## config.mk

```make
export PLATFORM = sky130hd
export DESIGN_NAME = track_line_directory
export DESIGN_NICKNAME = d
export VERILOG_FILES = /design/src/rtl/tld_pkg.sv /design/src/rtl/tld_match.sv /design/src/rtl/tld_victim.sv /design/src/rtl/track_line_directory.sv
export SDC_FILE = /design/constraint.sdc
export NUM_CORES = 1
export LEC_CHECK = 0
export ABC_AREA = 1
export BUFFER_PORTS_ARGS = -buffer_cell sky130_fd_sc_hd__clkbuf_2
export CAP_MARGIN = 10
export CORE_MARGIN = 2
export CORE_UTILIZATION = 45
export CTS_CLUSTER_SIZE = 16
export DETAILED_ROUTE_END_ITERATION = 7
export REMOVE_ABC_BUFFERS = 1
export SETUP_SLACK_MARGIN = 0.15
export SLEW_MARGIN = 20
export SYNTH_ARGS = -nofsm -noshare
export SYNTH_HDL_FRONTEND = slang
export SYNTH_SLANG_ARGS = --single-unit
```

## constraint.sdc

```tcl
create_clock -name clk -period 12.7 [get_ports clk]
set_input_delay 2.54 -clock clk [delete_from_list [all_inputs] [get_ports clk]]
set_output_delay 2.54 -clock clk [all_outputs]
set_load 0.02 [all_outputs]
```

## src/rtl/tld_pkg.sv

```systemverilog
package tld_pkg;

  typedef enum logic [1:0] {
    OP_READ  = 2'd0,
    OP_WRITE = 2'd1,
    OP_FILL  = 2'd2,
    OP_READ2 = 2'd3
  } tld_op_e;

endpackage

```

## src/rtl/tld_match.sv

```systemverilog
module tld_match #(
  parameter int N_SLOTS = 8,
  parameter int TAG_W   = 20,
  localparam int SLOT_W = $clog2(N_SLOTS)
) (
  input  logic [N_SLOTS-1:0]            valid,
  input  logic [N_SLOTS-1:0][TAG_W-1:0] tags,
  input  logic [TAG_W-1:0]              key,
  output logic [N_SLOTS-1:0]            hit_vec,
  output logic                          hit,
  output logic [SLOT_W-1:0]             hit_idx
);

  genvar g;
  generate
    for (g = 0; g < N_SLOTS; g++) begin : g_cmp
      assign hit_vec[g] = valid[g] && (tags[g] == key);
    end
  endgenerate

  always_comb begin
    hit_idx = '0;
    for (int i = 0; i < N_SLOTS; i++) begin
      if (hit_vec[i]) hit_idx = hit_idx | SLOT_W'(i);
    end
  end

  assign hit = |hit_vec;

endmodule

```

## src/rtl/tld_victim.sv

```systemverilog
module tld_victim #(
  parameter int N_SLOTS = 8,
  parameter int CNT_W   = 8,
  localparam int SLOT_W = $clog2(N_SLOTS)
) (
  input  logic [N_SLOTS-1:0]            valid,
  input  logic [N_SLOTS-1:0]            dirty,
  input  logic [N_SLOTS-1:0][CNT_W-1:0] cnt,
  output logic                          found,
  output logic [SLOT_W-1:0]             idx
);

  logic              inv_found;
  logic [SLOT_W-1:0] inv_idx;
  logic              lfu_found;
  logic [SLOT_W-1:0] lfu_idx;
  logic [CNT_W-1:0]  lfu_cnt;

  // lowest-index empty slot
  always_comb begin
    inv_found = 1'b0;
    inv_idx   = '0;
    for (int i = 0; i < N_SLOTS; i++) begin
      if (!valid[i] && !inv_found) begin
        inv_found = 1'b1;
        inv_idx   = SLOT_W'(i);
      end
    end
  end

  // least-used clean slot; strict compare keeps the lower index on a tie
  always_comb begin
    lfu_found = 1'b0;
    lfu_idx   = '0;
    lfu_cnt   = '1;
    for (int i = 0; i < N_SLOTS; i++) begin
      if (valid[i] && !dirty[i] && (!lfu_found || (cnt[i] < lfu_cnt))) begin
        lfu_found = 1'b1;
        lfu_idx   = SLOT_W'(i);
        lfu_cnt   = cnt[i];
      end
    end
  end

  assign found = inv_found | lfu_found;
  assign idx   = inv_found ? inv_idx : lfu_idx;

endmodule

```

## src/rtl/track_line_directory.sv

```systemverilog
module track_line_directory
  import tld_pkg::*;
#(
  parameter int N_SLOTS = 8,
  parameter int TAG_W   = 20,
  parameter int CNT_W   = 8,
  localparam int SLOT_W = $clog2(N_SLOTS)
) (
  input  logic              clk,
  input  logic              rst_n,
  input  logic              req_valid,
  input  logic [1:0]        req_op,
  input  logic [TAG_W-1:0]  req_track,
  input  logic              req_dirty,
  output logic              req_grant,
  output logic              alloc_fail,
  input  logic              set_clean_valid,
  input  logic [SLOT_W-1:0] set_clean_slot,
  output logic              rsp_valid,
  output logic              rsp_hit,
  output logic [SLOT_W-1:0] rsp_slot
);

  localparam logic [CNT_W-1:0] CNT_MAX = {CNT_W{1'b1}};
  localparam logic [CNT_W-1:0] CNT_NEW = CNT_W'(1);

  // reset: asserted asynchronously, released on the clock
  logic rst_meta, srst_n;
  always_ff @(posedge clk or negedge rst_n) begin
    if (!rst_n) begin
      rst_meta <= 1'b0;
      srst_n   <= 1'b0;
    end else begin
      rst_meta <= 1'b1;
      srst_n   <= rst_meta;
    end
  end

  // directory state
  logic [N_SLOTS-1:0]            valid_q, valid_d;
  logic [N_SLOTS-1:0]            dirty_q, dirty_d;
  logic [N_SLOTS-1:0][TAG_W-1:0] tag_q,   tag_d;
  logic [N_SLOTS-1:0][CNT_W-1:0] cnt_q,   cnt_d;
  logic                          rsp_valid_d, rsp_hit_d;
  logic [SLOT_W-1:0]             rsp_slot_d;

  logic [N_SLOTS-1:0] hit_vec;
  logic               hit;
  logic [SLOT_W-1:0]  hit_idx;
  logic               vic_found;
  logic [SLOT_W-1:0]  vic_idx;

  tld_match #(.N_SLOTS(N_SLOTS), .TAG_W(TAG_W)) i_match (
    .valid   (valid_q),
    .tags    (tag_q),
    .key     (req_track),
    .hit_vec (hit_vec),
    .hit     (hit),
    .hit_idx (hit_idx)
  );

  tld_victim #(.N_SLOTS(N_SLOTS), .CNT_W(CNT_W)) i_victim (
    .valid (valid_q),
    .dirty (dirty_q),
    .cnt   (cnt_q),
    .found (vic_found),
    .idx   (vic_idx)
  );

  logic              is_fill, is_write, need_alloc, state_en;
  logic              mark_dirty;
  logic [SLOT_W-1:0] mark_idx;

  assign is_fill    = (req_op == OP_FILL);
  assign is_write   = (req_op == OP_WRITE);
  assign need_alloc = is_fill && !hit;
  assign alloc_fail = req_valid && need_alloc && !vic_found;
  assign req_grant  = req_valid && srst_n && !alloc_fail;
  assign state_en   = req_grant || set_clean_valid;

  assign mark_dirty = req_grant && (hit ? (is_write || (is_fill && req_dirty))
                                        : (need_alloc && req_dirty));
  assign mark_idx   = hit ? hit_idx : vic_idx;

  // next state
  always_comb begin
    valid_d = valid_q;
    dirty_d = dirty_q;
    tag_d   = tag_q;
    cnt_d   = cnt_q;
    if (set_clean_valid) dirty_d[set_clean_slot] = 1'b0;
    if (req_grant) begin
      if (hit) begin
        if (cnt_q[hit_idx] != CNT_MAX) cnt_d[hit_idx] = cnt_q[hit_idx] + CNT_NEW;
        if (is_write || (is_fill && req_dirty)) dirty_d[hit_idx] = 1'b1;
      end else if (need_alloc) begin
        valid_d[vic_idx] = 1'b1;
        tag_d[vic_idx]   = req_track;
        cnt_d[vic_idx]   = CNT_NEW;
        dirty_d[vic_idx] = req_dirty;
      end
    end
    rsp_valid_d = req_grant;
    rsp_hit_d   = hit;
    rsp_slot_d  = hit ? hit_idx : (need_alloc ? vic_idx : '0);
  end

  // registers
  always_ff @(posedge clk or negedge srst_n) begin
    if (!srst_n) begin
      valid_q <= '0;
      dirty_q <= '0;
      tag_q   <= '0;
      cnt_q   <= '0;
    end else if (state_en) begin
      valid_q <= valid_d;
      dirty_q <= dirty_d;
      tag_q   <= tag_d;
      cnt_q   <= cnt_d;
    end
  end

  always_ff @(posedge clk or negedge srst_n) begin
    if (!srst_n) begin
      rsp_valid <= 1'b0;
      rsp_hit   <= 1'b0;
      rsp_slot  <= '0;
    end else begin
      rsp_valid <= rsp_valid_d;
      if (req_grant) begin
        rsp_hit  <= rsp_hit_d;
        rsp_slot <= rsp_slot_d;
      end
    end
  end

  // checks
  AST_TAG_UNIQUE: assert property (@(posedge clk) disable iff (!srst_n)
    $onehot0(hit_vec));

  AST_RSP_FOLLOWS_GRANT: assert property (@(posedge clk) disable iff (!srst_n)
    req_grant |=> rsp_valid);

  AST_NO_RSP_WITHOUT_GRANT: assert property (@(posedge clk) disable iff (!srst_n)
    !req_grant |=> !rsp_valid);

  AST_STALL_BLOCKS: assert property (@(posedge clk) disable iff (!srst_n)
    alloc_fail |-> !req_grant);

  AST_VICTIM_CLEAN: assert property (@(posedge clk) disable iff (!srst_n)
    vic_found |-> !(valid_q[vic_idx] && dirty_q[vic_idx]));

  AST_CLEAN_TAKES: assert property (@(posedge clk) disable iff (!srst_n)
    (set_clean_valid && !(mark_dirty && (mark_idx == set_clean_slot)))
      |=> !dirty_q[$past(set_clean_slot)]);

  genvar s;
  generate
    for (s = 0; s < N_SLOTS; s++) begin : g_slot_chk
      AST_DIRTY_RESIDENT: assert property (@(posedge clk) disable iff (!srst_n)
        (valid_q[s] && dirty_q[s] && !(set_clean_valid && (set_clean_slot == SLOT_W'(s))))
          |=> (valid_q[s] && $stable(tag_q[s])));

      AST_CNT_NONZERO: assert property (@(posedge clk) disable iff (!srst_n)
        valid_q[s] |-> (cnt_q[s] != '0));
    end
  endgenerate

endmodule

```

Word-level counts from Yosys, hierarchy flattened
Cells that the tools add are included.
{"block": "word_totals", "reg_bits": 247, "out_inout_bits": 7, "wordCells": 213}
{"block": "classes", "n_eq_ne": 12, "magnitude_cmp": 13, "bitwise_logic": 9, "n_reduce_logical": 83, "mux": 72, "add_sub_neg": 1}
{"operator": "2-to-1 mux 64 bit", "count": 3}
{"operator": "bitwise mux 160 bit", "count": 1}
{"operator": "== test 20 bit", "count": 8}
{"operator": "2-to-1 mux 8 bit", "count": 15}
{"operator": "bitwise mux 64 bit", "count": 1}
{"operator": "demux 20 bit (select 3 bit)", "count": 1}
{"operator": "bitwise AND 56 bit", "count": 1}
{"operator": "less-than comparator 8 bit", "count": 7}
{"operator": "inverter 56 bit", "count": 1}
{"operator": "2-to-1 mux 3 bit", "count": 17}
{"operator": "demux 8 bit (select 3 bit)", "count": 2}
{"operator": "logical AND 1 bit", "count": 39}
{"operator": "logical NOT 1 bit", "count": 31}
{"operator": "binary-select mux 8 bit (select 3 bit)", "count": 1}
{"operator": "bitwise OR 8 bit", "count": 3}
{"operator": "2-to-1 mux 1 bit", "count": 22}
{"operator": "2-to-1 mux 20 bit", "count": 1}
{"operator": "less-than comparator 3 x 4 -> 1 bit, second input constant", "count": 3}
{"operator": "demux 1 bit (select 3 bit)", "count": 3}
{"operator": ">= comparator 3 x 1 -> 1 bit, second input constant", "count": 3}
{"operator": "logical OR 1 bit", "count": 9}
{"operator": "adder 8 x 1 -> 8 bit, second input constant", "count": 1}
{"operator": "bitwise AND 8 bit", "count": 1}
{"operator": "bitwise mux 8 bit", "count": 1}
{"operator": "11 further kinds", "count": 15}

Longest topological paths before layout
Gate-level depths: netlist of run 1.
{"block": "depth", "word_depth": 40, "depth_mapped": 92}

By module
Synthesis of run 1 repeated with hierarchy kept, for this count alone.
{"block": "hier_totals", "cells_unflattened": 2465, "hier_area_um2": 16123.0}
{"module": "track_line_directory", "cells_each": 1387, "n_inst": 1, "area_per_inst_um2": 11138.2}
{"module": "tld_match", "cells_each": 671, "n_inst": 1, "area_per_inst_um2": 2846.5}
{"module": "tld_victim", "cells_each": 407, "n_inst": 1, "area_per_inst_um2": 2138.3}

Worst setup path after synthesis of run 1
OpenSTA, ideal clock, no wires.
{"block": "synth_timing", "kind": "reg2reg", "from": "register valid_q[0]", "to": "register tag_q[110] (netlist name)", "stages_incl_launch_ff": 75, "t_arrival_ps": 9845, "period_less_slack_ps": 9964, "t_required_ps": 12581, "setup_ps": 119, "path_buffers": 8, "path_slack_ps": 2736, "path_cell_list": "dfrtp_1 > buf_4 > nand2_1 > nor2_1 > ha_1 > a21oi_1 > nor2_1 > a211oi_1 > nand2_2 > nand2_4 > nand2_4 > clkbuf_1 > o21ai_0 > ha_1 > a21oi_1 > nor2_1 > a211oi_1 > nand2_1 > (+39 left out) > clkbuf_1 > nand2_1 > o21ai_0 > ha_1 > a21oi_1 > nor2_1 > a211oi_1 > nand2_1 > nand2_2 > nand2_4 > nand2_2 > nand2_4 > nor2_8 > nand2_2 > nor2_2 > buf_2 > nand2_1 > o21a_1"}
{"block": "synth_between", "elab_chain_len": 37, "elab_cells_between_ends": 99}
{"item": "start, declared", "line_no": "track_line_directory.sv:40", "text": "logic [N_SLOTS-1:0] valid_q, valid_d;"}
{"item": "start signal, assigned", "line_no": "track_line_directory.sv:116", "text": "valid_q <= valid_d;"}
{"item": "branches (longest 37 deep; another with less-than comparator 8 bit)"}
{"item": "end signal, assigned", "line_no": "track_line_directory.sv:118", "text": "tag_q <= tag_d;"}
{"item": "end, declared", "line_no": "track_line_directory.sv:42", "text": "logic [N_SLOTS-1:0][TAG_W-1:0] tag_q, tag_d;"}
Several ways; the timed one is not identified.
A chain may end at the register's enable or synchronous reset.

Worst setup path in the final report of run 1
{"block": "layout_timing", "from": "register valid_q[0]", "to": "register tag_q[111] (netlist name)"}
The elaborated chain is that of the path after synthesis.

==> flow_metrics.py, run 1 <==
metrics = {
    "outcome": {
        "status": "complete, no violations",
    },
    "sta": {
        "max_freq_mhz": 86.7,
        "hold_slack_ps": 262,
        "grt_setup_unrepaired": "false",
        "slew_headroom_pct": 29.0,
        "tns_ps": 0,
        "timing_hold_violations_final": 0,
        "worst_slew_pin_slew_ps": 1060,
        "finalCritPeriodShare_pct": 90.9,
        "min_period_ps": 11540,
        "setup_viol": 0,
        "worst_clock_skew_ps": 60.2,
        "slew_violations": 0,
    },
    "setup_path": {
        "startpoint_type": "register",
        "crit_fanout": 26,
        "endpoint": "tag_q[111]",
        "slowest_stage": "nor2_2",
        "r2r_cells": 65,
        "arrival_ps": 12080,
        "worstSetupPathType": "reg -> reg",
        "timing.rr.start": "valid_q[0]",
        "setup.worst_path.end_class": "register",
        "cpMostUsedCell": "nand2_1",
        "reg2reg_slack_ps": 1160,
        "worst_path_largest_cell_delay_ps": 810,
        "worstSetupStartpoint": "valid_q[0]",
        "r2r-end": "tag_q[111]",
        "required_ps": 13240,
    },
    "power": {
        "power.leakage_nw": 8.52,
        "peakVddDrop_mv": 0.272,
        "cellPowerDensity_mw_per_mm2": 316,
    },
    "die": {
        "rows": 69,
        "die_w_um": 193,
        "dieArea_sq_mm": 0.0374,
        "die_h_um": 193,
        "start_util_pct": 45.5,
        "io_pins": 37,
        "core_area_sq_mm": 0.0355,
    },
    "clock_tree": {
        "root_buffer": "clkbuf_16",
        "post-cts-setup-buffers": 0,
        "cts.sinks": 247,
        "h-tree-depth": 1,
        "cts_buffers": 30,
        "post_cts_resized": 0,
        "cts_tree": "yes",
        "clockBufferDepth": 3,
        "worstSkewPairLatency_ps": 630,
        "hold_buffers": 0,
        "clk_pin_slew_ps": 60,
    },
    "finish": {
        "layout-drive-gt1-share_pct": 7.74,
        "insertedDiodeCount": 0,
        "fill_cells": 3593,
        "finalInstanceArea_sq_mm": 0.0177,
        "multi_input_area_sq_mm": 0.00862,
        "final_nets": 2350,
        "area_growth_pct": 9.75,
        "regArea_sq_mm": 0.00618,
        "fin_cells": 2762,
    },
    "route": {
        "ant_nets": 0,
        "drc": 0,
        "drt-total-wl_um": 57800,
        "vias": 16000,
        "drtIter0Drc": 1437,
        "drt_pass1_iterations": 6,
        "routedWlPerCell_um": 20.9,
        "via_per_inst": 5.78,
    },
    "synth": {
        "synth.cell_area_sq_mm": 0.0161,
        "yosys_warnings": 0,
        "synth_area_leaders": "dfrtp_1, nand2_1, nor2_1, inv_1, o21ai_1",
        "ys_seq_area_share_pct": 38.3,
        "ys_ff_latch": 247,
        "netlist.area_leader.share_pct": 38.3,
        "yosys.area.top_type": "dfrtp_1",
        "syn_inst": 2280,
        "syn_area_per_cell_sq_um": 7.08,
        "synth_cell_types": 49,
    },
    "global_routing": {
        "grt_max_degree": 79,
        "antenna_found_initial": 0,
        "busiest_layer": "met2",
        "grt_remaining_overflow": 0,
        "track_usage_pct": 30.6,
        "grt.met1_usage_pct": 39.0,
        "use_met2_pct": 51.2,
        "grtUsageMet3_pct": 3.94,
        "grt_pass1_wl_um": 89500,
        "grt_pass1_vias": 15100,
    },
    "min_path": {
        "min_path_type": "reg -> async",
    },
    "flow_run": {
        "max_cap_violations": 0,
    },
    "placed_design": {
        "hpwlAfterDp_um": 41500,
        "placed_cells": 2709,
        "dpl_cell_area_sq_mm": 0.0167,
        "portBuffers": 36,
        "globalplace.congestion": 0.979,
    },
}
## report_power, final
part | total, mW | switching (mW) | internal (mW) | leakage [nW]
clock network | 0.922 | 0.364 | 0.558 | 0.510
registers | 1.32 | 0.272 | 1.04 | 2.97
logic | 3.37 | 2.29 | 1.08 | 5.04
## cells in the mapped netlist (all sizes together)
master and instances:
a2111oi 6, a211oi 11, a21boi 1, a21oi 108, a22oi 12, a31oi 19
buf 35, clkbuf 55, clkinv 14, conb 1, dfrtp 247, ha 40
inv 234, nand2 586, nand3 125, nand3b 4, nand4 64, nor2 249
nor3 34, nor3b 3, nor4 42, nor4b 1, o2111ai 8, o211ai 4
o21a 14, o21ai 244, o21bai 6, o22ai 38, o31ai 1, o41ai 2
or2 16, or3 1, or4 5, xnor2 8, xor2 42
## area by class of cell
class                   instances  share of cell area, %
inverters                     248                   5.27
multi-input cells            1695                   48.7
clock inverters                11                   1.16
well taps                     461                   3.26
flip-flops and latches        247                   34.9
repair buffers                 58                   1.99
clock buffers                  42                   4.72
## critical path: cells and delay by family (launching register included)
family          cells  cell delay [ps]
compound gates     19             3890
simple gates       38             4540
fa+ha+maj           7             2080
buf+inv             1              310
flops               1              590
## per-layer routing
metal	wire [um]	part of all wire, %
met1	23800	41
met2	27100	47
met3	3540	6.1
met4	3340	5.8
met5	0	0
## registers in the layout, indices dropped and copies added, names as in the netlist
signal and count:
srst_n 1, rsp_valid 1, rst_meta 1, valid_q 8
dirty_q 8, rsp_hit 1, rsp_slot 3, cnt_q 64
tag_q 160
## cells in the final DEF (no fill, tap or decap), drive strengths merged, types with 2 or more instances in the layout
master,n
a2111oi,6
a211oi,11
a21oi,108
a22oi,12
a31oi,19
buf,22
bufinv,5
clkbuf,78
clkinv,19
dfrtp,247
ha,40
inv,235
nand2,586
nand3,125
nand3b,4
nand4,64
nor2,249
nor3,34
nor3b,3
nor4,42
o2111ai,8
o211ai,4
o21a,14
o21ai,244
o21bai,6
o22ai,38
o41ai,2
or2,16
or4,5
xnor2,8
xor2,42
## how the worst min path moves through the flow
| stage | start | end | slack (ps) | depth (start not counted) |
|---|---|---|---|---|
| after detailed placement | srst_n | rsp_valid | 270 | 0 |
| after global placement | srst_n | rsp_valid | 260 | 0 |
| after global routing | srst_n | rsp_slot[2] | 310 | 0 |
| after CTS | srst_n | rsp_valid | 280 | 0 |
| final | srst_n | rsp_valid | 260 | 0 |
| after floorplan | rst_meta | srst_n | 330 | 0 |
## through the flow
step	total power [mW]	utilization [%]	setup slack, ps
2_1_floorplan	3.73	-	2940
3_3_place_gp	4.53	46.9	1560
3_5_place_dp	4.61	46.9	1410
4_1_cts	5.56	49.9	1320
5_1_grt	6.10	49.9	159
6_report	5.60	49.9	1160
## cells by family (layout without fill, tap and decap cells)
kind of cell | Yosys count | count (layout) | synth area share (%)
flip-flops | 247 | 247 | 38.3
AO/OA/AOI/OAI | 474 | 474 | 16.3
XOR/XNOR | 50 | 50 | 2.71
adder cells (fa/ha/maj) | 40 | 40 | 3.10
buffers and inverters | 338 | 359 | 8.36
other | 1 | 1 | 0.0232
AND/OR/NAND/NOR | 1130 | 1130 | 31.2
(Power assumes the default switching activity.)
==> inputs of run 2 (changes only) <==
Settings changed: CTS_BUF_LIST set to sky130_fd_sc_hd__clkbuf_8.
==> flow_metrics.py, run 2 (synthesis gave the netlist of run 1 again) <==
metrics = {
    "sta": {
        "min_period_ps": 11470,
        "max_freq_mhz": 87.2,
        "grt_setup_unrepaired": "false",
        "worst_slew_pin_slew_ps": 1050,
        "slew_violations": 0,
        "hold_slack_ps": 262,
        "finalCritPeriodShare_pct": 90.3,
        "worst_clock_skew_ps": 36.2,
        "tns_ps": 0,
        "slew_headroom_pct": 29.8,
        "setup_viol": 0,
        "timing_hold_violations_final": 0,
    },
    "die": {
        "start_util_pct": 45.5,
        "die_h_um": 193,
        "die_w_um": 193,
        "core_area_sq_mm": 0.0355,
        "dieArea_sq_mm": 0.0374,
        "rows": 69,
        "io_pins": 37,
    },
    "global_routing": {
        "track_usage_pct": 30.9,
        "grt_remaining_overflow": 0,
        "antenna_found_initial": 0,
        "grt_max_degree": 79,
        "grt_pass1_wl_um": 89800,
        "grt_pass1_vias": 15300,
    },
    "outcome": {
        "status": "complete, no violations",
    },
    "flow_run": {
        "max_cap_violations": 0,
    },
    "route": {
        "routedWlPerCell_um": 20.8,
        "drt_pass1_iterations": 6,
        "vias": 16100,
        "drc": 0,
        "drt-total-wl_um": 58200,
        "drtIter0Drc": 1429,
        "ant_nets": 0,
        "via_per_inst": 5.76,
    },
    "clock_tree": {
        "hold_buffers": 0,
        "worstSkewPairLatency_ps": 650,
        "post_cts_resized": 0,
        "h-tree-depth": 2,
        "post-cts-setup-buffers": 0,
        "cts_buffers": 47,
        "clockBufferDepth": 3,
        "root_buffer": "clkbuf_8",
        "cts_tree": "yes",
        "clk_pin_slew_ps": 60,
        "cts.sinks": 247,
    },
    "power": {
        "peakVddDrop_mv": 0.274,
        "comb_power_share_pct": 60.9,
        "seq_power_share_pct": 23.9,
        "clock_power_share_pct": 15.2,
        "p_sw_mw": 2.93,
        "power.leakage_nw": 8.58,
        "switching_share_pct": 53.1,
        "internal_power_mw": 2.59,
        "cellPowerDensity_mw_per_mm2": 312,
    },
    "finish": {
        "area_growth_pct": 9.45,
        "mostFrequentLayoutCell": "nand2_1",
        "final_nets": 2367,
        "multi_input_area_sq_mm": 0.00862,
        "final_cell_mix": "nand2_1, dfrtp_1, inv_1, nor2_1, o21ai_1",
        "fill_cells": 3607,
        "largest_reg_flops": 160,
        "regArea_sq_mm": 0.00618,
        "regMostFlops": "tag_q",
        "layout-drive-gt1-share_pct": 8.74,
        "reg_top3": "tag_q x160, cnt_q x64",
        "insertedDiodeCount": 0,
    },
    "setup_path": {
        "crit_family": "simple AND/OR/NAND/NOR gates",
        "cp_num_buf_inv": 1,
        "reg2reg_slack_ps": 1230,
        "setup.worst_path.end_class": "register",
        "worstSetupPathType": "reg -> reg",
        "arrival_ps": 12020,
        "r2r-end": "tag_q[111]",
        "slowest_stage": "nor2_2",
        "r2r_cells": 65,
        "crit_fanout": 26,
        "cpMostUsedCell": "nand2_1",
        "worst_path_largest_cell_delay_ps": 810,
        "worstSetupStartpoint": "valid_q[0]",
        "required_ps": 13250,
        "timing.rr.start": "valid_q[0]",
        "startpoint_type": "register",
    },
    "placed_design": {
        "globalplace.congestion": 0.979,
        "portBuffers": 36,
        "hpwlAfterDp_um": 41500,
    },
    "min_path": {
        "min_path_type": "reg -> async",
    },
}
==> run 2: cell count changes in the layout (fill, tap and decap cells not counted), moves of 3 or more <==
cell       previous run  this run
bufinv_16             5         2
clkbuf_1              8         0
clkbuf_16            30         0
clkbuf_8              4        59
clkinv_2              5         8
inv_1               225       239
==> run 2: per-stage QoR <==
stage                     power (mW)  instances  util (%)  instance area [sq um]  worst slack [ps]
after floorplan                 3.73       2190         -                  15700              2940
after global placement          4.53       2709      46.9                  16600              1560
after detailed placement        4.61       2709      46.9                  16700              1410
after CTS                       5.47       2794      49.7                  17600              1330
after global routing            6.02       2794      49.8                  17700               187
final                           5.52       2794      49.8                  17700              1230
==> run 2: worst max path at each step <==
stage | to | slack [ps] | depth (start not counted)
3_3_place_gp | tag_q[106] | 1560 | 66
2_1_floorplan | tag_q[101] | 2940 | 65
5_1_grt | tag_q[107] | 190 | 65
6_report | tag_q[111] | 1230 | 65
3_5_place_dp | tag_q[119] | 1410 | 65
4_1_cts | tag_q[111] | 1330 | 65
==> run 2: layout make-up <==
cell class	instances	share of cell area, %
inverters	248	5.28
repair buffers	58	2.00
clock inverters	26	1.02
flip-flops and latches	247	35.0
multi-input cells	1695	48.8
well taps	461	3.27
clock buffers	59	4.60
==> run 2: routing by layer <==
| metal | share of wire, % | global-route usage [%] | up-vias | wire, um |
|---|---|---|---|---|
| met2 | 47 | 51.4 | 636 | 27500 |
| met3 | 6.0 | 4.17 | 182 | 3480 |
| met4 | 5.3 | 16.9 | 0 | 3060 |
| met5 | 0 | 0 | - | 0 |
| li1 | - | - | 7661 | - |
| met1 | 41 | 38.9 | 7607 | 24100 |
==> run 2: worst reg2reg max path: cells and delay by family, from the launching register on <==
kind,cells,cell delay (ps)
AND/OR/NAND/NOR,38,4550
AO/OA/AOI/OAI,19,3890
adder cells (fa/ha/maj),7,2080
flip-flops,1,560
buffers and inverters,1,320
==> run 2: power by group through the flow <==
stage	clock (mW)	sequential, mW	combinational (mW)
6_report	0.837	1.32	3.36
5_1_grt	0.889	1.34	3.78
4_1_cts	0.853	1.31	3.31
3_5_place_dp	0	1.32	3.29
3_3_place_gp	0	1.32	3.21
2_1_floorplan	0	1.23	2.49
